--- src/rtl/ecc_log_pkg.sv ---
package ecc_log_pkg;
   localparam int REG_DW = 32;
   localparam int REG_AW = 12;

   // register offsets
   localparam logic [REG_AW-1:0] OFS_OPT     = 12'h128;
   localparam logic [REG_AW-1:0] OFS_UE_ADDR = 12'h130;
   localparam logic [REG_AW-1:0] OFS_UE_STAT = 12'h134;
   localparam logic [REG_AW-1:0] OFS_UE_DLO  = 12'h138;
   localparam logic [REG_AW-1:0] OFS_UE_DHI  = 12'h13C;
   localparam logic [REG_AW-1:0] OFS_CE_ADDR = 12'h140;
   localparam logic [REG_AW-1:0] OFS_CE_STAT = 12'h144;
   localparam logic [REG_AW-1:0] OFS_CE_DLO  = 12'h148;
   localparam logic [REG_AW-1:0] OFS_CE_DHI  = 12'h14C;
   localparam logic [REG_AW-1:0] OFS_STATUS  = 12'h180;
   localparam logic [REG_AW-1:0] OFS_ACK     = 12'h184;
   localparam logic [REG_AW-1:0] OFS_UE_ID   = 12'h424;
   localparam logic [REG_AW-1:0] OFS_CE_ID   = 12'h428;

   // error classes, index into capture arrays
   localparam int NCLS   = 2;
   localparam int CLS_CE = 0;
   localparam int CLS_UE = 1;

   // status bit of the first flag of class 0; each class takes two bits
   localparam int ST_BASE = 3;

   // option register field positions
   localparam int OPT_ARM_BIT = 8;
   localparam int OPT_MSK_LSB = 16;
   localparam int OPT_MSK_W   = 8;
   localparam int STAT_SYN_LSB = 8;

   function automatic int single_bit(input int cls);
      return ST_BASE + 2 * cls;
   endfunction

   function automatic int double_bit(input int cls);
      return ST_BASE + 2 * cls + 1;
   endfunction
endpackage

--- src/rtl/ecc_err_capture.sv ---
module ecc_err_capture #(
   parameter int ADDR_W = 32,
   parameter int DATA_W = 64,
   parameter int SYND_W = 8,
   parameter int ID_W   = 16
) (
   input  logic              clk,
   input  logic              rst_n,
   input  logic              evt,
   input  logic              ack_single,
   input  logic              ack_double,
   input  logic [ADDR_W-1:0] in_addr,
   input  logic [DATA_W-1:0] in_data,
   input  logic [SYND_W-1:0] in_synd,
   input  logic [ID_W-1:0]   in_id,
   output logic              single_q,
   output logic              double_q,
   output logic [ADDR_W-1:0] log_addr,
   output logic [DATA_W-1:0] log_data,
   output logic [SYND_W-1:0] log_synd,
   output logic [ID_W-1:0]   log_id
);
   logic load;
   assign load = evt & ~single_q;

   // flags: a new event beats a same-cycle acknowledge
   always_ff @(posedge clk) begin
      if (!rst_n) begin
         single_q <= 1'b0;
         double_q <= 1'b0;
      end else begin
         single_q <= evt | (single_q & ~ack_single);
         double_q <= (evt & single_q) | (double_q & ~ack_double);
      end
   end

   // log is written only by the first event of a burst
   always_ff @(posedge clk) begin
      if (!rst_n) begin
         log_addr <= '0;
         log_data <= '0;
         log_synd <= '0;
         log_id   <= '0;
      end else if (load) begin
         log_addr <= in_addr;
         log_data <= in_data;
         log_synd <= in_synd;
         log_id   <= in_id;
      end
   end
endmodule

--- src/rtl/ecc_inject_ctl.sv ---
module ecc_inject_ctl #(
   parameter int         CHK_W    = 8,
   parameter logic [1:0] MODE_RST = 2'd1
) (
   input  logic             clk,
   input  logic             rst_n,
   input  logic             opt_we,
   input  logic [1:0]       wr_mode,
   input  logic             wr_arm,
   input  logic [CHK_W-1:0] wr_mask,
   input  logic             wr_req,
   output logic [1:0]       mode_q,
   output logic             arm_q,
   output logic [CHK_W-1:0] mask_q,
   output logic [CHK_W-1:0] chk_xor,
   output logic             ecc_active
);
   logic fire;
   assign fire = arm_q & wr_req;

   always_ff @(posedge clk) begin
      if (!rst_n) begin
         mode_q <= MODE_RST;
         arm_q  <= 1'b0;
         mask_q <= '0;
      end else if (opt_we) begin
         mode_q <= wr_mode;
         arm_q  <= wr_arm;
         mask_q <= wr_mask;
      end else if (fire) begin
         arm_q  <= 1'b0;
      end
   end

   assign chk_xor    = fire ? mask_q : '0;
   assign ecc_active = (mode_q == 2'd1) || (mode_q == 2'd3);
endmodule

--- src/rtl/ecc_reg_read.sv ---
module ecc_reg_read
   import ecc_log_pkg::*;
#(
   parameter int ADDR_W = 32,
   parameter int DATA_W = 64,
   parameter int SYND_W = 8,
   parameter int ID_W   = 16,
   parameter int CHK_W  = 8
) (
   input  logic [REG_AW-1:0] addr,
   input  logic [1:0]        mode,
   input  logic              arm,
   input  logic [CHK_W-1:0]  mask,
   input  logic [REG_DW-1:0] status,
   input  logic [ADDR_W-1:0] ce_addr,
   input  logic [DATA_W-1:0] ce_data,
   input  logic [SYND_W-1:0] ce_synd,
   input  logic [ID_W-1:0]   ce_id,
   input  logic [ADDR_W-1:0] ue_addr,
   input  logic [DATA_W-1:0] ue_data,
   input  logic [SYND_W-1:0] ue_synd,
   input  logic [ID_W-1:0]   ue_id,
   output logic [REG_DW-1:0] rdata
);
   logic [REG_DW-1:0] opt_word, ce_stat_w, ue_stat_w;

   always_comb begin
      opt_word = '0;
      opt_word[1:0] = mode;
      opt_word[OPT_ARM_BIT] = arm;
      opt_word[OPT_MSK_LSB +: CHK_W] = mask;
      ce_stat_w = '0;
      ce_stat_w[STAT_SYN_LSB +: SYND_W] = ce_synd;
      ue_stat_w = '0;
      ue_stat_w[STAT_SYN_LSB +: SYND_W] = ue_synd;
   end

   always_comb begin
      unique case (addr)
         OFS_OPT:     rdata = opt_word;
         OFS_STATUS:  rdata = status;
         OFS_CE_ADDR: rdata = REG_DW'(ce_addr);
         OFS_CE_STAT: rdata = ce_stat_w;
         OFS_CE_DLO:  rdata = ce_data[REG_DW-1:0];
         OFS_CE_DHI:  rdata = ce_data[DATA_W-1:REG_DW];
         OFS_CE_ID:   rdata = REG_DW'(ce_id);
         OFS_UE_ADDR: rdata = REG_DW'(ue_addr);
         OFS_UE_STAT: rdata = ue_stat_w;
         OFS_UE_DLO:  rdata = ue_data[REG_DW-1:0];
         OFS_UE_DHI:  rdata = ue_data[DATA_W-1:REG_DW];
         OFS_UE_ID:   rdata = REG_DW'(ue_id);
         default:     rdata = '0;
      endcase
   end
endmodule

--- src/rtl/ecc_err_logger.sv ---
module ecc_err_logger
   import ecc_log_pkg::*;
#(
   parameter int         ADDR_W   = 32,
   parameter int         DATA_W   = 64,
   parameter int         SYND_W   = 8,
   parameter int         ID_W     = 16,
   parameter int         CHK_W    = 8,
   parameter logic [1:0] MODE_RST = 2'd1
) (
   input  logic              clk,
   input  logic              rst_n,
   input  logic              reg_wen,
   input  logic [REG_AW-1:0] reg_addr,
   input  logic [REG_DW-1:0] reg_wdata,
   output logic [REG_DW-1:0] reg_rdata,
   input  logic              ce_evt,
   input  logic              ue_evt,
   input  logic [ADDR_W-1:0] evt_addr,
   input  logic [DATA_W-1:0] evt_data,
   input  logic [SYND_W-1:0] evt_synd,
   input  logic [ID_W-1:0]   evt_id,
   input  logic              wr_req,
   output logic [CHK_W-1:0]  chk_xor,
   output logic              ecc_active,
   output logic              irq
);
   // elaboration-time parameter checks
   if (DATA_W != 2 * REG_DW) begin : g_bad_data
      $error("DATA_W must be two register words");
   end
   if (ADDR_W < 1 || ADDR_W > REG_DW) begin : g_bad_addr
      $error("ADDR_W must fit one register word");
   end
   if (ID_W < 1 || ID_W > REG_DW) begin : g_bad_id
      $error("ID_W must fit one register word");
   end
   if (SYND_W < 1 || SYND_W > 8) begin : g_bad_synd
      $error("SYND_W must fit the 8-bit syndrome field");
   end
   if (CHK_W < 1 || CHK_W > OPT_MSK_W) begin : g_bad_chk
      $error("CHK_W must fit the 8-bit mask field");
   end

   logic opt_we, ack_we;
   assign opt_we = reg_wen && (reg_addr == OFS_OPT);
   assign ack_we = reg_wen && (reg_addr == OFS_ACK);

   logic [NCLS-1:0]   cls_evt, cls_single, cls_double;
   logic [ADDR_W-1:0] cls_addr [NCLS];
   logic [DATA_W-1:0] cls_data [NCLS];
   logic [SYND_W-1:0] cls_synd [NCLS];
   logic [ID_W-1:0]   cls_id   [NCLS];

   assign cls_evt[CLS_CE] = ce_evt;
   assign cls_evt[CLS_UE] = ue_evt;

   for (genvar g = 0; g < NCLS; g++) begin : g_cls
      localparam int SB = single_bit(g);
      localparam int DB = double_bit(g);
      ecc_err_capture #(
         .ADDR_W(ADDR_W), .DATA_W(DATA_W), .SYND_W(SYND_W), .ID_W(ID_W)
      ) u_cap (
         .clk       (clk),
         .rst_n     (rst_n),
         .evt       (cls_evt[g]),
         .ack_single(ack_we & reg_wdata[SB]),
         .ack_double(ack_we & reg_wdata[DB]),
         .in_addr   (evt_addr),
         .in_data   (evt_data),
         .in_synd   (evt_synd),
         .in_id     (evt_id),
         .single_q  (cls_single[g]),
         .double_q  (cls_double[g]),
         .log_addr  (cls_addr[g]),
         .log_data  (cls_data[g]),
         .log_synd  (cls_synd[g]),
         .log_id    (cls_id[g])
      );
   end

   logic [REG_DW-1:0] status;
   always_comb begin
      status = '0;
      for (int c = 0; c < NCLS; c++) begin
         status[single_bit(c)] = cls_single[c];
         status[double_bit(c)] = cls_double[c];
      end
   end
   assign irq = |status;

   logic [1:0]       opt_mode;
   logic             opt_arm;
   logic [CHK_W-1:0] opt_mask;

   ecc_inject_ctl #(.CHK_W(CHK_W), .MODE_RST(MODE_RST)) u_inj (
      .clk       (clk),
      .rst_n     (rst_n),
      .opt_we    (opt_we),
      .wr_mode   (reg_wdata[1:0]),
      .wr_arm    (reg_wdata[OPT_ARM_BIT]),
      .wr_mask   (reg_wdata[OPT_MSK_LSB +: CHK_W]),
      .wr_req    (wr_req),
      .mode_q    (opt_mode),
      .arm_q     (opt_arm),
      .mask_q    (opt_mask),
      .chk_xor   (chk_xor),
      .ecc_active(ecc_active)
   );

   ecc_reg_read #(
      .ADDR_W(ADDR_W), .DATA_W(DATA_W), .SYND_W(SYND_W), .ID_W(ID_W), .CHK_W(CHK_W)
   ) u_rd (
      .addr   (reg_addr),
      .mode   (opt_mode),
      .arm    (opt_arm),
      .mask   (opt_mask),
      .status (status),
      .ce_addr(cls_addr[CLS_CE]),
      .ce_data(cls_data[CLS_CE]),
      .ce_synd(cls_synd[CLS_CE]),
      .ce_id  (cls_id[CLS_CE]),
      .ue_addr(cls_addr[CLS_UE]),
      .ue_data(cls_data[CLS_UE]),
      .ue_synd(cls_synd[CLS_UE]),
      .ue_id  (cls_id[CLS_UE]),
      .rdata  (reg_rdata)
   );
endmodule

--- config.mk ---
export PLATFORM = sky130hd
export DESIGN_NAME = ecc_err_logger
export DESIGN_NICKNAME = d
export VERILOG_FILES = /design/src/rtl/ecc_log_pkg.sv /design/src/rtl/ecc_err_capture.sv /design/src/rtl/ecc_inject_ctl.sv /design/src/rtl/ecc_reg_read.sv /design/src/rtl/ecc_err_logger.sv
export SDC_FILE = /design/constraint.sdc
export NUM_CORES = 1
export LEC_CHECK = 0
export BUFFER_PORTS_ARGS = -buffer_cell sky130_fd_sc_hd__buf_4
export CORE_MARGIN = 2
export CORE_UTILIZATION = 40
export CTS_CLUSTER_DIAMETER = 80
export DETAILED_ROUTE_END_ITERATION = 8
export MAX_ROUTING_LAYER = met4
export SLEW_MARGIN = 10
export SYNTH_ARGS = -nofsm -noshare
export SYNTH_HDL_FRONTEND = slang
export SYNTH_HIERARCHICAL = 1
export SYNTH_SLANG_ARGS = --single-unit
--- constraint.sdc ---
create_clock -name clk -period 2.3 [get_ports clk]
set_clock_uncertainty 0.15 [all_clocks]
set_input_delay 0 -clock clk [delete_from_list [all_inputs] [get_ports clk]]
set_output_delay 0 -clock clk [all_outputs]
set_load 0.05 [all_outputs]
Word-level counts from Yosys, hierarchy flattened
Index checks and enable logic that the tools add are counted.
Widths: inputs -> output; s select.
{"block": "totals", "ff_bits": 255, "latch_bits": 0, "mem_bits_rw": 0, "romBits": 0, "wordCells": 62, "memories": 0}
{"block": "classes", "n_addsub": 0, "mul": 0, "div_mod_pow": 0, "order_cmp": 0, "eq_ne": 15, "shift": 0, "muxes": 4, "bitwise_logic": 23, "reduce_logical": 5}
{"cell": "$pmux 32 s12", "count": 1}
{"cell": "$eq 12x9->1 const B", "count": 11}
{"cell": "$eq 12x11->1 const B", "count": 2}
{"cell": "$and 1x1->1", "count": 13}
{"cell": "$mux 8", "count": 1}
{"cell": "$not 1->1", "count": 6}
{"cell": "$or 1x1->1", "count": 4}
{"cell": "$reduce_or 4->1", "count": 1}
{"cell": "$eq 2x1->1 const B", "count": 1}
{"cell": "$eq 2x2->1 const B", "count": 1}
{"cell": "$logic_and 1x1->1", "count": 2}
{"cell": "$mux 1", "count": 2}
{"cell": "$reduce_bool 2->1", "count": 1}
{"cell": "$logic_or 1x1->1", "count": 1}

Logic depth before layout (Yosys ltp)
Gate-level depths: netlist of run 1.
{"block": "depth", "ltp_word": 6, "ltp_mapped": 8, "mapped_depth_nobuf": 5}

Cells and area by module
Netlist of run 1, hierarchy kept.
{"module": "ecc_err_capture", "n_inst": 2, "cells_per_inst": 529, "area_per_inst_um2": 4963.5, "seq_area_each_um2": 2442.3}
{"module": "ecc_reg_read", "n_inst": 1, "cells_per_inst": 268, "area_per_inst_um2": 2114.5, "seq_area_each_um2": 0.0}
{"module": "ecc_inject_ctl", "n_inst": 1, "cells_per_inst": 44, "area_per_inst_um2": 467.9, "seq_area_each_um2": 220.2}
{"module": "ecc_err_logger", "n_inst": 1, "cells_per_inst": 16, "area_per_inst_um2": 128.9, "seq_area_each_um2": 0.0}

Least setup slack after synthesis of run 1
Ideal clock, no wire load.
{"block": "synth_path", "path_kind": "input-to-output", "from": "in reg_addr[9]", "to": "out reg_rdata[0]", "arrival_time_ps": 2064, "path_slack_ps": 86, "path_stages": 7, "n_path_buf": 3, "cell_sequence": "or4b_1 -> buf_4 -> buf_6 -> nor2_1 -> buf_2 -> a22oi_1 -> o211ai_1"}
{"block": "synth_via", "elab_chain_len": 2, "word_cells_on_any_way": 13, "cone_classes": "12 x eq/ne; 1 x mux"}
{"element": "start, declared", "line": "ecc_err_logger.sv:14", "rtl": "input logic [REG_AW-1:0] reg_addr,"}
{"element": "$eq 12x11->1 or $eq 12x9->1 (tied branches)", "line": "ecc_reg_read.sv:39", "rtl": "unique case (addr)"}
{"element": "$pmux 32 s12 *", "line": "ecc_reg_read.sv:39"}
{"element": "end, declared", "line": "ecc_err_logger.sv:16", "rtl": "output logic [REG_DW-1:0] reg_rdata,"}
Mark *: on every way between the ends. The rest lies on a longest branch, timed or not.

Worst setup path in the final report of run 1
{"block": "layout_path", "from": "reg g_cls[0].u_cap.log_data[40]", "to": "out reg_rdata[8]"}
{"block": "layout_via", "elab_chain_len": 1}
{"element": "start, declared", "line": "ecc_err_capture.sv:19", "rtl": "output logic [DATA_W-1:0] log_data,"}
{"element": "start signal, assigned", "line": "ecc_err_capture.sv:46", "rtl": "log_data <= in_data;"}
{"element": "$pmux 32 s12", "line": "ecc_reg_read.sv:39"}
No other way between the ends.

==> summary.md, run 1 <==
| Metric | Value |
|---|---|
| EDFF count, synth | 0 |
| Initial antenna violation count | 4 |
| Flops & latches, synth | approximately 260 |
| Finished Core Util | between 50% and 60% |
| Initial Utilization | around 40% |
| Unique cell type count in the Yosys netlist | 56 |
| Largest cells by area after synthesis | dfxtp_1, mux2i_1, nand2_1 |
| Cell Int Power | 8.27 mW |
| Total clock sinks | 255 |
| Initial DRC Count | 869 |
| PwrDens | 648 nW/um2 |
| Net Switching | 2.65 mW |
| CP arrival | 2.13 ns |
| Die area | 33000 um2 |
| CTS tree | yes |
| Setup_tns | 0 ns |
| Hold Vio Cnt, Final | 0 |
| Worst min-delay path class | input pin to flip-flop |
| Post-synth top area share | 40.4% |
| Count leader, synth | nand2_1 |
| Postcts setup bufs | 0 |
| Worst-case clock buffer depth | 3 |
| Final worst slack | 0.0181 ns |
| Die Width | 182 um |
| Placed inst area | ~14000 um2 |
| Wirelength per Cell | between 15 and 20 um |
| Clock share of power | between 40% and 50% |
| Largest net degree at the start of global routing | 86 |
| Post-detail-place hpwl | 25.7 mm |
| Status | finished, final reports clean |
| Vias in the first global route | 10.6k |
| Max-slew violation count | 0 |
| Fillers | 2804 |
| Rows | 65 |
| Synthesis Warnings | 6 |
| VDD IR max | 0.000594 V |
| Port buffer count | around 190 |
| WL met1 | ~18 mm |
| Layout cells sized above 1 | around 19% |
| CP Launch Type | flip-flop |
| CP Capture Type | output pin |
| ANT nets after route | 0 |
| Max incr delay on CP | 0.50 ns |
| Slew headroom | 29.9% |
| Via Count | 11.0k |
| Reg area | 5110 um2 |
| GR Overflow Total | 0 |
| All-Layer GR Usage | 23.4% |
| Crit Path Class | flip-flop to output pin |
| RSZ-0062 raised after global routing | true |
| Placed insts | 1950 |
| Slew at the pin with the worst max-slew slack | 1.05 ns |
| Endpoints failing setup | 0 |
| Area grow syn2layout | 33.4% |
| Ys flop type | dfxtp_1 |
| H-tree depth | 1 |
| Fin crit period | 2.28 ns |
| Met2 wire length | 17.3 mm |
| Hold slack | ~0.031 ns |
| Total wire length | a little under 40 mm |
| Max-cap violation count | 0 |
| Mean Syn Cell Area | 9.12 um2 |
| Net Sw Frac | 24.3% |
| CP max-delay cell | mux4_2 |
| CP required | about 2.2 ns |
| Clock Latency Late Sink | 0.54 ns |
| Critical-path cell list | mux4_2, a32o_1, a221o_1, buf_6 |
| Worst-path clk slew | 0.06 ns |
| Worst slack at placement | 0.179 ns |
| I/O pin total | 212 |
| First-pass GRT wire length | 59.5 mm |
| Mapped cell area | 12600 um2 |
| Largest area contributor in the netlist | dfxtp_1 |
| Seq/Total Area, Yosys | 40.4% |
| Vias per inst | roughly 5 |
| Final GP Congestion | 0.819 |
| Sequential fraction of design power | 44.3% |
| LEAKAGE | just over 7 nW |
| TritonRoute pass-1 iters | 7 |
| Nets@finish | 1894 |
| Root buffer cell | clkbuf_16 |
| Max FO, Critical Path | 2 |
| Post-synth top cells | nand2_1, mux2i_1, dfxtp_1 |
| Wire length on met3 | 2.36 mm |
| CP top delay family | compound AO/OA/AOI/OAI gates |
| Final Cell Area | around 17000 um2 |
| Core ar. | between 30000 and 40000 um2 |
| Cells after Synth | 1386 |
| Die Y | approximately 180 um |
| Post-synth ARST share | 0% |
| Final Power | 10.9 mW |
| Worst Path Buf+Inv | 1 |
| Logic pwr share | 12.9% |
| CTS Buf Count | 28 |
| Top Metal Used | met4 |
| DRC errors left | 0 |
| Fin cells | about 2.1k |
| Tcrit/Tclk final | between 90% and 100% |
| Fmax | 438 MHz |
| Multi-input logic area | 6730 um2 |
[final timing paths]
kind / start / to / slack [ns] / cells past startpoint
max reg2reg: g_cls[0].u_cap/single_q$_SDFF_PN0_ / g_cls[0].u_cap/log_data[33]$_SDFFE_PN0P_ / 0.37 / 4
max: g_cls[0].u_cap/log_data[40]$_SDFFE_PN0P_ / reg_rdata[8] / 0.02 / 4
min reg2reg: g_cls[0].u_cap/log_addr[4]$_SDFFE_PN0P_ / g_cls[0].u_cap/log_addr[4]$_SDFFE_PN0P_ / 0.30 / 2
min: reg_addr[7] / g_cls[0].u_cap/double_q$_SDFF_PN0_ / 0.03 / 5
[cell type report]
class	instances	area share (%)
Tap cell	402	2.98
Inverter	2	0.0445
Sequential cell	255	30.3
Clock inverter	8	0.868
Antenna cell	4	0.0594
Timing Repair Buffer	396	21.1
Clock buffer	38	4.74
Multi-Input combinational cell	1041	39.9
[state kept, by name, summed over array words and instances, names as in the netlist]
signal / cells
u_inj/arm_q: 1
g_cls.u_cap/double_q: 2
u_inj/mask_q: 8
u_inj/mode_q: 2
g_cls.u_cap/single_q: 2
g_cls.u_cap/log_id: 32
g_cls.u_cap/log_data: 128
g_cls.u_cap/log_synd: 16
g_cls.u_cap/log_addr: 64
[logic make-up (layout without fill, tap and decap cells)]
family / count (synthesis) / in the layout / synth area share (%)
buffers and inverters: 117 / 444 / 7.52
multiplexers: 273 / 273 / 22.2
AND/OR/NAND/NOR: 608 / 608 / 21.2
AO/OA/AOI/OAI: 132 / 132 / 8.65
other: 1 / 32 / 0.0297
flip-flops: 255 / 255 / 40.4
[power groups by stage]
stage                     Sequential, mW  Clock [mW]  Combinational (mW)
after floorplan                     4.89           0               0.867
after global placement              4.92           0                1.18
after detailed placement            4.93           0                1.20
after CTS                           4.83        4.76                1.40
after global routing                4.86        4.96                1.53
final                               4.84        4.68                1.41
[placed cells by master (no fill, tap or decap), types with 3 or more instances in the layout]
master,synthesis,final
mux4_2,5,5
and3_1,8,8
a32o_1,6,5
dfxtp_1,255,253
a22oi_1,55,55
conb_1,1,28
o21ai_0,3,3
clkbuf_1,21,5
or3b_2,5,5
mux2_2,11,11
a22o_1,17,17
buf_4,11,231
mux2i_1,257,257
nor3_1,4,4
bufinv_16,0,4
dlygate4sd3_1,0,146
nor4_1,7,6
buf_12,22,16
a32oi_1,4,4
a221oi_1,10,9
nand4bb_1,3,3
nor2_1,10,10
clkbuf_16,0,29
a222oi_1,20,20
nor2b_1,14,14
nand3_1,28,28
nor3_4,3,5
nand2b_1,3,3
nor3_2,5,3
a2bb2oi_1,5,5
clkbuf_8,0,4
or4b_1,4,4
nand2_1,493,493
diode_2,0,4
[tightest hold or removal path: cells and delay by family]
family	cells	cell delay [ns]
AO/OA/AOI/OAI	1	0.13
buffers and inverters	1	0.13
AND/OR/NAND/NOR	3	0.41
[metal layers]
| layer | global-route usage, % | vias up |
|---|---|---|
| met2 | 36.2 | 315 |
| met4 | 6.34 | 0 |
| met5 | - | - |
| met3 | 3.01 | 49 |
| met1 | 32.2 | 5204 |
| li1 | - | 5467 |
[repair_timing]
action	4_1_cts	5_1_grt
gates resized for setup	3	3
pin swaps	3	2
hold endpoints to repair	255	0
hold buffers	146	0
setup endpoints to repair	2	2
Note: power is estimated with default switching activity, not from simulation.
==> run 2: changes to the inputs <==
--- a/config.mk
+++ b/config.mk
@@ -7,7 +7,7 @@
 export LEC_CHECK = 0
 export BUFFER_PORTS_ARGS = -buffer_cell sky130_fd_sc_hd__buf_4
 export CORE_MARGIN = 2
-export CORE_UTILIZATION = 40
+export CORE_UTILIZATION = 35
 export CTS_CLUSTER_DIAMETER = 80
 export DETAILED_ROUTE_END_ITERATION = 8
 export MAX_ROUTING_LAYER = met4
==> summary.md, run 2 (synthesis gave the netlist of run 1 again) <==
| Metric | Value |
|---|---|
| DRC errors left | 0 (unchanged) |
| Area grow syn2layout | 34.4% |
| First-pass GRT wire length | 61.7 mm (+3.6%) |
| Total wire length | 40.1 mm (+4.3%) |
| Final worst slack | 0.00328 ns (-0.0149 ns) |
| Core ar. | 35600 um2 (+14%) |
| Layout cells sized above 1 | 19.8% (+0.40 points) |
| Critical-path cell list | mux4_2, a32o_1, a221o_1, buf_6 |
| PwrDens | 633 nW/um2 (-2.3%) |
| Die Y | 194 um (+6.8%) |
| Initial antenna violation count | 5 (+1) |
| CP Launch Type | flip-flop |
| Vias in the first global route | 10.7k (+0.71%) |
| All-Layer GR Usage | 21.2% (-2.2 points) |
| Endpoints failing setup | 0 (unchanged) |
| LEAKAGE | 7.21 nW (+0.32%) |
| Fmax | 435 MHz (-0.65%) |
| Tcrit/Tclk final | 99.9% (+0.65 points) |
| Wirelength per Cell | 18.1 um (+1.0%) |
| Worst Path Buf+Inv | 1 (unchanged) |
| Nets@finish | 1898 (+0.21%) |
| Max incr delay on CP | 0.50 ns (about the same) |
| Worst slack at placement | 0.0559 ns (-0.123 ns) |
| Largest register by flop count | g_cls.u_cap/log_data |
| Die area | 37600 um2 (+14%) |
| Post-detail-place hpwl | 26.9 mm (+4.9%) |
| Final GP Congestion | 0.837 (+2.2%) |
| Initial Utilization | 35.5% (-4.8 points) |
| Slew headroom | 28.5% (-1.4 points) |
| Slew at the pin with the worst max-slew slack | 1.07 ns (+0.0203 ns) |
| Status | finished, final reports clean |
| CP Capture Type | output pin |
| Max-cap violation count | 0 (unchanged) |
| H-tree depth | 1 (unchanged) |
| I/O pin total | 212 (unchanged) |
| VDD IR max | 0.000537 V (-9.5%) |
| CTS Buf Count | 29 (+3.6%) |
| CTS tree | yes |
| Worst min-delay path class | input pin to flip-flop |
| Placed insts | 2010 (+3.1%) |
| Regs by FF count | g_cls.u_cap/log_data: 128 flops, g_cls.u_cap/log_addr: 64 flops, g_cls.u_cap/log_id: 32 flops |
| ANT nets after route | 0 (unchanged) |
| Via Count | 11.1k (+1.0%) |
| Root buffer cell | clkbuf_16 |
| Fin cells | 2215 (+3.2%) |
| Rows | 69 (+6.2%) |
| Initial DRC Count | 802 (-7.7%) |
| Hold slack | 0.0611 ns (+0.0298 ns) |
| Fin crit period | 2.30 ns (+0.0149 ns) |
| Crit Path Class | flip-flop to output pin |
| Largest net degree at the start of global routing | 99 (+15%) |
| TritonRoute pass-1 iters | 7 (unchanged) |
| Port buffer count | 194 (unchanged) |
| Die Width | 194 um (+6.8%) |
| CP required | 2.15 ns (about the same) |
| Final Power | 10.8 mW (-1.6%) |
| Worst-path clk slew | 0.06 ns (about the same) |
| Total clock sinks | 255 (unchanged) |
| Most common cell after layout, fill and taps aside | nand2_1 |
| CP arrival | 2.15 ns (+0.02 ns) |
| GR Overflow Total | 0 (unchanged) |
| RSZ-0062 raised after global routing | true |
| Most frequent cells in the layout | nand2_1, mux2i_1, dfxtp_1 |
| Hold Vio Cnt, Final | 0 (unchanged) |
| Max FO, Critical Path | 2 (unchanged) |
| CP max-delay cell | mux4_2 |
| Clock Latency Late Sink | 0.54 ns (about the same) |
| CP top delay family | compound AO/OA/AOI/OAI gates |
| Max-slew violation count | 0 (unchanged) |
| Vias per inst | 5.03 (-2.1%) |
| Worst-case clock buffer depth | 3 (unchanged) |
| Max reg flops | 128 (unchanged) |
run 2: changes by cell type in the layout (fill, tap and decap cells not counted):
| cell | before | now |
|---|---|---|
| inv_6 | 0 | 2 |
| buf_6 | 2 | 3 |
| dlygate4sd3_1 | 146 | 147 |
| bufinv_16 | 4 | 0 |
| buf_12 | 16 | 19 |
| clkbuf_8 | 4 | 9 |
| buf_4 | 231 | 229 |
| clkinv_2 | 2 | 6 |
| clkinv_4 | 1 | 0 |
| clkinvlp_4 | 1 | 2 |
run 2: final timing paths:
check                                                              start                                       end  slack, ns  depth (start not counted)
worst min-delay path                                        reg_addr[11]        g_cls[0].u_cap/double_q$_SDFF_PN0_       0.06                          5
worst min register to register  g_cls[0].u_cap/log_data[48]$_SDFFE_PN0P_  g_cls[0].u_cap/log_data[48]$_SDFFE_PN0P_       0.31                          2
worst max-delay path            g_cls[0].u_cap/log_data[40]$_SDFFE_PN0P_                              reg_rdata[8]      0.003                          4
worst max register to register        g_cls[0].u_cap/single_q$_SDFF_PN0_  g_cls[0].u_cap/log_addr[11]$_SDFFE_PN0P_       0.67                          3
run 2: metal layers:
metal  global-route usage, %  vias up  share of wire [%]
met3                    2.87       76                5.6
met1                    28.2     5250                 46
met4                    7.80        0                3.7
met2                    32.7      339                 45
li1                        -     5481                  -
met5                       -        -                  0
run 2: cell type report:
class,instances,area (um2)
tap,461,577
inverter,2,7.51
antenna,4,10.0
clock inverter,10,62.6
timing repair buffer,399,3620
fill,3410,18600
sequential,255,5110
clock buffer,43,868
multi-input combinational,1041,6730
run 2: timing repair:
action                                 CTS  global route
gates resized for setup                  5             2
endpoints found under the hold margin  255             0
pin swaps                                3             4
setup endpoints to repair                2             3
setup buffers                            0             1
cloned                                   0             0
hold buffers                           147             0
run 2: worst min-delay path: stages:
cell       delay, ns
buf_4           0.11
nand4bb_1       0.25
nor4_1          0.10
nand2b_1        0.13
a21boi_0        0.13
run 2: through the flow:
step	instance area (um2)	utilization (%)	setup TNS, ns
after floorplan	12700	-	0
after global placement	14500	40.9	0
after detailed placement	14500	40.9	0
after CTS	17000	47.7	-0.0582
after global routing	17000	47.7	-0.0404
final	17000	47.7	0
run 2: where the power goes:
part	internal [mW]	leakage, nW	switching (mW)
logic	0.734	4.66	0.695
clock network	2.60	0.461	1.88
registers	4.69	2.09	0.149
total	8.03	7.21	2.72
==> run 3: changes to the inputs <==
==> constraint.sdc (replaced) <==
create_clock -name clk -period 2.6 [get_ports clk]
set_clock_uncertainty 0.15 [all_clocks]
set_input_delay 0 -clock clk [delete_from_list [all_inputs] [get_ports clk]]
set_output_delay 0 -clock clk [all_outputs]
set_load 0.05 [all_outputs]
==> summary.md, run 3 (synthesis gave the netlist of run 1 again) <==
| Metric | Value |
|---|---|
| CTS Buf Count | 29 (unchanged) |
| H-tree depth | 1 (unchanged) |
| Worst reg-to-reg path cell count | 3 (unchanged) |
| Port buffer count | 194 (unchanged) |
| Core ar. | 35600 um2 (unchanged) |
| Fmax | 383 MHz |
| Post-CTS Resized | 0 (-5) |
| Clock Latency Late Sink | 0.54 ns (about the same) |
| Multi-input logic area | 6720 um2 (-0.11%) |
| CP top delay family | simple AND/OR/NAND/NOR gates |
| CP max-delay cell | nor4_2 |
| Worst Path Buf+Inv | 2 (+1) |
| CP required | 2.45 ns (+0.30 ns) |
| Hold Vio Cnt, Final | 0 (unchanged) |
| Critical Path Source | reg_addr[2] |
| Register-to-register setup slack | 0.88 ns (+0.21 ns) |
| Post-detail-place hpwl | 26.8 mm (-0.47%) |
| Initial DRC Count | 789 (-1.6%) |
| CP Capture Type | output pin |
| Vias per inst | 5.05 (+0.36%) |
| RSZ-0062 raised after global routing | false |
| Layout cells sized above 1 | 18.7% (-1.1 points) |
| Reg-to-Reg Start | g_cls[1].u_cap/single_q$_SDFF_PN0_ |
| Critical-path cell list | buf_4, nor4_2, nand2_1, a2bb2oi_1, nand3_1, buf_4 |
| Worst-path clk slew | 0.06 ns (about the same) |
| Crit Path Class | input pin to output pin |
| GR Overflow Total | 0 (unchanged) |
| Stages on worst setup path | 6 (+2) |
| Slew at the pin with the worst max-slew slack | 1.29 ns (+0.221 ns) |
| First-pass GRT wire length | 61.5 mm (-0.25%) |
| Die Y | 194 um (unchanged) |
| CP Launch Type | input pin |
| Reg2Reg Capture Point | g_cls[1].u_cap/log_id[12]$_SDFFE_PN0P_ |
| Regs by FF count | g_cls.u_cap/log_data: 128 flops, g_cls.u_cap/log_addr: 64 flops, g_cls.u_cap/log_id: 32 flops |
| CP Capture Point | reg_rdata[5] |
| I/O pin total | 212 (unchanged) |
| Largest net degree at the start of global routing | 114 (+15%) |
| Fin crit period | 2.61 ns |
| Max reg flops | 128 (unchanged) |
| Most common cell on crit path | buf_4 |
| DRC errors left | 0 (unchanged) |
| Postcts setup bufs | 0 (unchanged) |
| Fillers | 3456 (+1.3%) |
| Fin cells | 2200 (-0.68%) |
| Die area | 37600 um2 (unchanged) |
| Rows | 69 (unchanged) |
| Max incr delay on CP | 1.05 ns (+0.55 ns) |
| Most common cell after layout, fill and taps aside | nand2_1 |
| LEAKAGE | 7.10 nW (-1.6%) |
| Max-cap violation count | 0 (unchanged) |
| Vias in the first global route | 10.7k (+0.056%) |
| Max FO, Critical Path | 13 (+11) |
| CP arrival | 2.46 ns (+0.31 ns) |
| Wirelength per Cell | 18.1 um (about the same) |
| TritonRoute pass-1 iters | 6 (-1) |
| All-Layer GR Usage | 21.1% (-0.12 points) |
| Final worst slack | -0.00862 ns (-0.0119 ns) |
| Slew headroom | 13.2% (-15 points) |
| Largest register by flop count | g_cls.u_cap/log_data |
| Most frequent cells in the layout | nand2_1, mux2i_1, dfxtp_1 |
| Failing checks | setup timing |
| Via Count | 11.1k (-0.32%) |
| Status | complete, but fails checks |
| Area grow syn2layout | 32.3% |
| ANT nets after route | 0 (unchanged) |
| Reg area | 5100 um2 (about the same) |
| PwrDens | 563 nW/um2 (-11%) |
| Placed insts | 2002 (-0.40%) |
| Final GP Congestion | 0.799 (-4.5%) |
| Root buffer cell | clkbuf_16 |
| Die Width | 194 um (unchanged) |
| VDD IR max | 0.000503 V (-6.4%) |
| Finished Core Util | 47.0% (-0.75 points) |
| Tcrit/Tclk final | 100% |
| CTS tree | yes |
| Total clock sinks | 255 (unchanged) |
| Nets@finish | 1886 (-0.63%) |
| Total wire length | 39.8 mm (-0.72%) |
| Worst min-delay path class | input pin to flip-flop |
| Endpoints failing setup | 2 (+2) |
| Initial antenna violation count | 2 (-3) |
| Worst-case clock buffer depth | 3 (unchanged) |
| Max-slew violation count | 0 (unchanged) |
| Initial Utilization | 35.5% (unchanged) |
-- run 3: worst min-delay path by stage --
| stage | start | end | slack [ns] | cells after the start |
|---|---|---|---|---|
| CTS | reg_addr[5] | u_inj/mode_q[1]$_SDFFE_PN0P_ | 0.06 | 6 |
| global route | reg_addr[9] | u_inj/mask_q[2]$_SDFFE_PN0P_ | 0.09 | 6 |
| global placement | reg_wdata[0] | u_inj/mode_q[0]$_SDFFE_PN1P_ | 0.07 | 3 |
| floorplan | ce_evt | g_cls[0].u_cap/single_q$_SDFF_PN0_ | -0.03 | 1 |
| detailed placement | reg_wdata[0] | u_inj/mode_q[0]$_SDFFE_PN1P_ | 0.07 | 3 |
| finish | reg_addr[9] | u_inj/mode_q[1]$_SDFFE_PN0P_ | 0.08 | 6 |
-- run 3: through the flow --
step           setup TNS (ns)  hold slack, ns  setup slack (ns)  cell area [um2]  power, mW
3_3_place_gp                0          0.0716            0.0749            14400       5.40
6_report              -0.0150          0.0801          -0.00862            16700       9.42
3_5_place_dp                0          0.0734             0.109            14400       5.42
5_1_grt                     0          0.0919            0.0114            16700       9.79
4_1_cts                     0          0.0610            0.0930            16700       9.50
2_1_floorplan               0         -0.0262             0.386            12700       5.09
-- run 3: worst register-to-register path, cell delays in order (launching register included) --
cell and delay, ns:
dfxtp_1 0.42, nor2b_4 0.19, buf_12 0.42, mux2i_1 0.49
-- run 3: layout make-up --
type / instances / share of cell area, %
sequential: 255 / 30.5
multi-input combinational: 1041 / 40.2
antenna: 2 / 0.0299
inverter: 2 / 0.0449
timing repair buffer: 387 / 20.4
clock buffer: 44 / 4.86
clock inverter: 8 / 0.449
tap: 461 / 3.45
-- run 3: repair_timing --
item | 4_1_cts | 5_1_grt
setup endpoints to repair | 0 | 0
hold endpoints to repair | 255 | 0
hold buffers | 144 | 0
-- run 3: metal layers --
metal	routed length, um	GRT usage (%)
met1	18300	28.3
met2	18400	33.2
met3	1850	2.45
met4	1290	6.51
met5	0	-
-- run 3: power by group --
group	switching, mW	leakage [nW]	total [mW]	internal (mW)
clock network	1.66	0.432	3.90	2.24
logic	0.608	4.57	1.24	0.633
registers	0.128	2.09	4.28	4.15
total	2.39	7.10	9.42	7.03
